## src/rtl/ora_pkg.sv

```systemverilog
package ora_pkg;
    typedef enum logic [1:0] {
        ST_IDLE = 2'd0,
        ST_RUN  = 2'd1,
        ST_DONE = 2'd2
    } ora_state_e;
endpackage

```

## src/rtl/ora_ref_tone.sv

```systemverilog
module ora_ref_tone #(
    parameter int PW = 16,
    parameter int N  = 8
) (
    input  logic                clk,
    input  logic                rst_n,
    input  logic                clr,
    input  logic                en,
    input  logic [PW-1:0]       tw_in,
    output logic signed [N-1:0] ref_o,
    output logic                wrap_o
);
    localparam int K  = N - 1;
    localparam int W2 = 2 * K + 2;
    localparam logic [W2-1:0] MAG_MAX = W2'((1 << K) - 1);

    logic [PW-1:0] phase;
    logic [PW-1:0] tw_q;
    logic [PW:0]   nxt;
    logic [K-1:0]  u;
    logic [K:0]    cu;
    logic [W2-1:0] shp;
    logic [W2-1:0] shp_sh;
    logic [K-1:0]  mag;

    always_ff @(posedge clk or negedge rst_n) begin
        if (!rst_n) begin
            phase <= '0;
            tw_q  <= '0;
        end else if (clr) begin
            phase <= '0;
            tw_q  <= tw_in;
        end else if (en) begin
            phase <= nxt[PW-1:0];
        end
    end

    always_comb begin
        nxt    = {1'b0, phase} + {1'b0, tw_q};
        wrap_o = en & nxt[PW];
        u      = phase[PW-2 -: K];
        cu     = (K+1)'(1 << K) - {1'b0, u};
        shp    = {{(K+2){1'b0}}, u} * {{(K+1){1'b0}}, cu};
        shp_sh = shp >> (K - 2);
        if (shp_sh > MAG_MAX) begin
            mag = MAG_MAX[K-1:0];
        end else begin
            mag = shp_sh[K-1:0];
        end
        if (phase[PW-1]) begin
            ref_o = -$signed({1'b0, mag});
        end else begin
            ref_o = $signed({1'b0, mag});
        end
    end
endmodule

```

## src/rtl/ora_mac.sv

```systemverilog
module ora_mac #(
    parameter int N  = 8,
    parameter int AW = 17
) (
    input  logic                 clk,
    input  logic                 rst_n,
    input  logic                 clr,
    input  logic                 en,
    input  logic signed [N-1:0]  sample,
    input  logic signed [N-1:0]  ref_v,
    output logic signed [AW-1:0] acc_o,
    output logic signed [AW-1:0] prod_ext_o
);
    localparam int PWID = 2 * N;

    logic signed [PWID-1:0] full;
    logic signed [PWID-1:0] scaled;
    logic signed [N-1:0]    prod;

    always_comb begin
        full       = $signed({{N{sample[N-1]}}, sample}) * $signed({{N{ref_v[N-1]}}, ref_v});
        scaled     = full >>> (N - 1);
        prod       = scaled[N-1:0];
        prod_ext_o = $signed({{(AW-N){prod[N-1]}}, prod});
    end

    always_ff @(posedge clk or negedge rst_n) begin
        if (!rst_n) begin
            acc_o <= '0;
        end else if (clr) begin
            acc_o <= '0;
        end else if (en) begin
            acc_o <= acc_o + prod_ext_o;
        end
    end
endmodule

```

## src/rtl/ora_seq.sv

```systemverilog
module ora_seq
    import ora_pkg::*;
#(
    parameter int CW = 8
) (
    input  logic          clk,
    input  logic          rst_n,
    input  logic          start,
    input  logic [CW-1:0] target,
    input  logic          wrap,
    output logic          clr_o,
    output logic          en_o,
    output logic          done_o
);
    ora_state_e    state, state_nx;
    logic [CW:0]   cnt;
    logic [CW-1:0] tgt_q;
    logic          last;

    assign last = wrap && ((cnt + 1'b1) >= {1'b0, tgt_q});

    always_ff @(posedge clk or negedge rst_n) begin
        if (!rst_n) begin
            cnt   <= '0;
            tgt_q <= '0;
        end else if (start) begin
            cnt   <= '0;
            tgt_q <= target;
        end else if (wrap) begin
            cnt   <= cnt + 1'b1;
        end
    end

    always_comb begin
        state_nx = state;
        unique case (state)
            ST_IDLE: if (start) state_nx = ST_RUN;
            ST_RUN:  if (start) state_nx = ST_RUN;
                     else if (last) state_nx = ST_DONE;
            ST_DONE: state_nx = start ? ST_RUN : ST_IDLE;
            default: state_nx = ST_IDLE;
        endcase
    end

    always_ff @(posedge clk or negedge rst_n) begin
        if (!rst_n) begin
            state <= ST_IDLE;
        end else begin
            state <= state_nx;
        end
    end

    always_comb begin
        clr_o  = start;
        en_o   = (state == ST_RUN);
        done_o = (state == ST_DONE);
    end
endmodule

```

## src/rtl/tone_corr_ora.sv

```systemverilog
module tone_corr_ora #(
    parameter int N  = 8,
    parameter int M  = 9,
    parameter int PW = 16,
    parameter int CW = 8
) (
    input  logic                   clk,
    input  logic                   rst_n,
    input  logic                   start,
    input  logic [PW-1:0]          tune_word,
    input  logic [CW-1:0]          period_target,
    input  logic signed [N-1:0]    adc_sample,
    output logic signed [N+M-1:0]  result,
    output logic                   done
);
    localparam int AW = N + M;

    logic                 clr;
    logic                 acc_en;
    logic                 wrap;
    logic signed [N-1:0]  ref_v;
    logic signed [AW-1:0] prod_ext;

    ora_seq #(.CW(CW)) u_seq (
        .clk    (clk),
        .rst_n  (rst_n),
        .start  (start),
        .target (period_target),
        .wrap   (wrap),
        .clr_o  (clr),
        .en_o   (acc_en),
        .done_o (done)
    );

    ora_ref_tone #(.PW(PW), .N(N)) u_tone (
        .clk    (clk),
        .rst_n  (rst_n),
        .clr    (clr),
        .en     (acc_en),
        .tw_in  (tune_word),
        .ref_o  (ref_v),
        .wrap_o (wrap)
    );

    ora_mac #(.N(N), .AW(AW)) u_mac (
        .clk        (clk),
        .rst_n      (rst_n),
        .clr        (clr),
        .en         (acc_en),
        .sample     (adc_sample),
        .ref_v      (ref_v),
        .acc_o      (result),
        .prod_ext_o (prod_ext)
    );
endmodule

```

## config.mk

```make
export PLATFORM = sky130hd
export DESIGN_NAME = tone_corr_ora
export DESIGN_NICKNAME = d
export VERILOG_FILES = /design/src/rtl/ora_pkg.sv /design/src/rtl/ora_ref_tone.sv /design/src/rtl/ora_mac.sv /design/src/rtl/ora_seq.sv /design/src/rtl/tone_corr_ora.sv
export SDC_FILE = /design/constraint.sdc
export NUM_CORES = 1
export LEC_CHECK = 0
export BUFFER_PORTS_ARGS = -buffer_cell sky130_fd_sc_hd__buf_2
export CORE_MARGIN = 1.5
export CORE_UTILIZATION = 30
export DETAILED_ROUTE_END_ITERATION = 7
export GPL_ROUTABILITY_DRIVEN = 0
export PLACE_DENSITY = 0.49
export SLEW_MARGIN = 20
export SYNTH_ARGS = -nofsm -noshare
export SYNTH_HDL_FRONTEND = slang
export SYNTH_SLANG_ARGS = --single-unit
```

## constraint.sdc

```tcl
create_clock -name clk -period 14.2 [get_ports clk]
set_input_delay 1.42 -clock clk [delete_from_list [all_inputs] [get_ports clk]]
set_output_delay 1.42 -clock clk [all_outputs]
set_load 0.05 [all_outputs]
```

==> qor.txt <==
status -> finished, final reports clean
Syn Inst Count -> 951
DR vias -> 6430
first-pass GRT wire length -> 32.6 mm
Port Buf Inserts -> 52
fillcell total -> 3000
pins over their slew limit -> 0
Ports -> 53
top post-synthesis cells by area -> dfrtp_1, fa_1, ha_1
largest area contributor in the netlist -> dfrtp_1
Worst Path Buf+Inv -> 8
fin nets -> 1220
most common library cells after synthesis -> inv_1, ha_1, nand2_1, fa_1, dfrtp_1
CP max stage cell -> fa_1
Seq/Total Area, Yosys -> 19.7%
starting density of the core -> 30.8%
Post-synth EDFFs -> 0
Slew @ Worst Pin -> 0.932 ns
CTS tree -> done
num rows -> 61
CP Class -> flop to flop
maximum clock rate -> 75.5 MHz
clk_skew -> 0.00824 ns
area occupied by registers -> 0.00170 mm²
Synth top area share -> 19.7%
Startpoint Class -> flop
Total Routing Usage GR -> 13.2%
Final Hold Fails -> 0
CP Capture Type -> flop
Vert. Die Dim -> 173 µm
CP arrival -> 13.51 ns
Top Usage Layer GRT -> met2
grt met2 use -> 21.5%
via/cell ratio -> 4.65
HP Class -> flop to flop
M1 GR Usage -> 18.4%
MaxCap Viol Count -> 0
met3 Use GR -> 2.22%
largest net degree at the start of global routing -> 78
share of cells above drive strength 1 -> 12.1%
Synth Flop Type -> dfrtp_1
Worst-path clk slew -> 0.06 ns
#FFs+latches synth -> 68
1st-iter DRT viols -> 265
clk root buf -> clkbuf_16
most frequent cell after synthesis -> inv_1
vias in the first global route -> 6654
Post-synth ARST share -> 100%
Worst Path Required -> 14.47 ns
ANT cells -> 0
Total Wirelength -> 18.4 mm
H-tree Lvls -> 3
DRT Pass-1 Iters -> 5
gr ovfl total -> 0
Yosys warnings -> 0
core area -> 0.0281 mm²
Syn Area/Cell -> 9.08 µm²
clk sink count -> 68
Final HPWL DP -> 14.3 mm
share of the clock period used by the worst path -> 93.3%
clock insertion delay at the later pin of the skew report -> 0.34 ns
synth unique cells -> 70
initial antenna violation count -> 0
WL per Instance -> 13.3 µm
chip width -> 173 µm
total die area -> 0.0298 mm²
DRT antenna net count -> 0
R2R setup slack -> 0.96 ns
clk buf depth -> 2
Slew headroom -> 37.9%
RSZ-0062 raised after global routing -> false
Period minus WS final -> 13.24 ns
delay-heaviest family, CP -> adder cells
Critical Path Most Common Cell -> fa_1
Mapped Area -> 0.00864 mm²
cts bufs inserted -> 9
post-route setup TNS -> 0 ns
Multi-input gate area -> 0.00643 mm²
critical path's largest stage delay -> 0.55 ns
Finish-stage setup viols -> 0
area grow syn2layout -> 12.1%
DRC -> 0
Critical Path Fanout Max -> 11
[stage by stage]
stage          hold WS, ns  instances  area [µm²]  utilization (%)  setup WS, ns
3_3_place_gp         0.492       1365        9330             33.2         0.655
2_1_floorplan        0.450        956        8660                -          1.43
6_report             0.502       1382        9690             34.5         0.958
3_5_place_dp         0.496       1365        9330             33.2         0.340
4_1_cts              0.508       1381        9630             34.3         0.279
5_1_grt              0.532       1382        9690             34.5      0.000303
[state kept, by name, indices dropped and copies added (netlist names)]
signal and cells:
u_mac.acc_o 17, u_tone.phase 16, u_tone.tw_q 16, u_seq.cnt 9, u_seq.tgt_q 8, u_seq.state 2
[final cells by class]
type | count | share of cell area, %
multi-input cells | 739 | 66.4
flip-flops and latches | 68 | 17.6
clock inverters | 6 | 0.659
well taps | 378 | 4.88
clock buffers | 10 | 2.47
repair buffers | 61 | 3.41
inverters | 120 | 4.65
[worst reg2reg max path, delay by kind of cell (launching register included)]
kind | cells | cell delay (ns)
fa+ha+maj | 14 | 5.92
mux | 2 | 0.56
flops | 1 | 0.46
xor+xnor | 2 | 0.73
simple gates | 12 | 1.95
buf+inv | 8 | 0.66
compound gates | 15 | 2.90
[cells in the final DEF (no fill, tap or decap), drive strengths merged, types with 4 or more instances in the layout]
cell	instances
nor2	54
inv	120
a41oi	4
a211oi	4
and3	9
mux2	17
nor3	12
and2	47
a21oi	60
xor2	27
nand2b	14
o21bai	5
a21o	14
ha	106
nor2b	25
clkbuf	10
mux2i	9
nor4	4
nor3b	9
fa	80
dfrtp	68
nand2	95
o21ai	29
conb	7
xnor2	31
or3	8
buf	61
nand3b	7
o21a	4
nand3	11
[cell families (layout without fill, tap and decap cells)]
| logic type | after synthesis | in the layout | synth area share, % |
|---|---|---|---|
| adder cells (fa/ha/maj) | 186 | 186 | 33.9 |
| other | 2 | 7 | 0.0869 |
| AO/OA/AOI/OAI | 156 | 156 | 12.3 |
| XOR/XNOR | 58 | 58 | 5.88 |
| flip-flops | 68 | 68 | 19.7 |
| buffers and inverters | 149 | 197 | 6.66 |
| multiplexers | 26 | 26 | 3.26 |
| AND/OR/NAND/NOR | 306 | 306 | 18.2 |
[layer usage]
metal | vias to the layer above | share of wire (%)
met5 | - | 0
met4 | 0 | 1.0
met3 | 13 | 2.7
met2 | 65 | 45
met1 | 3096 | 51
li1 | 3256 | -
[path summary, 6_finish.rpt]
check | startpoint | end | cells after the start
setup reg to reg | u_tone.phase[9] | u_mac.acc_o[16] | 53
setup / recovery | u_tone.phase[9] | u_mac.acc_o[16] | 53
min in group asynchronous | rst_n | u_seq.tgt_q[4] | 1
hold / removal | u_seq.state[1] | u_seq.state[0] | 1
hold reg to reg | u_seq.state[1] | u_seq.state[0] | 1
max in group asynchronous | rst_n | u_tone.phase[11] | 1
[repair_timing]
item,in CTS,in global routing
setup buffers,0,1
endpoints found under the setup margin,0,4
hold buffers,0,0
gates resized for setup,0,12
Power is not shown: default switching activity piles up to over one toggle a cycle in this logic, so the estimate is an artifact.
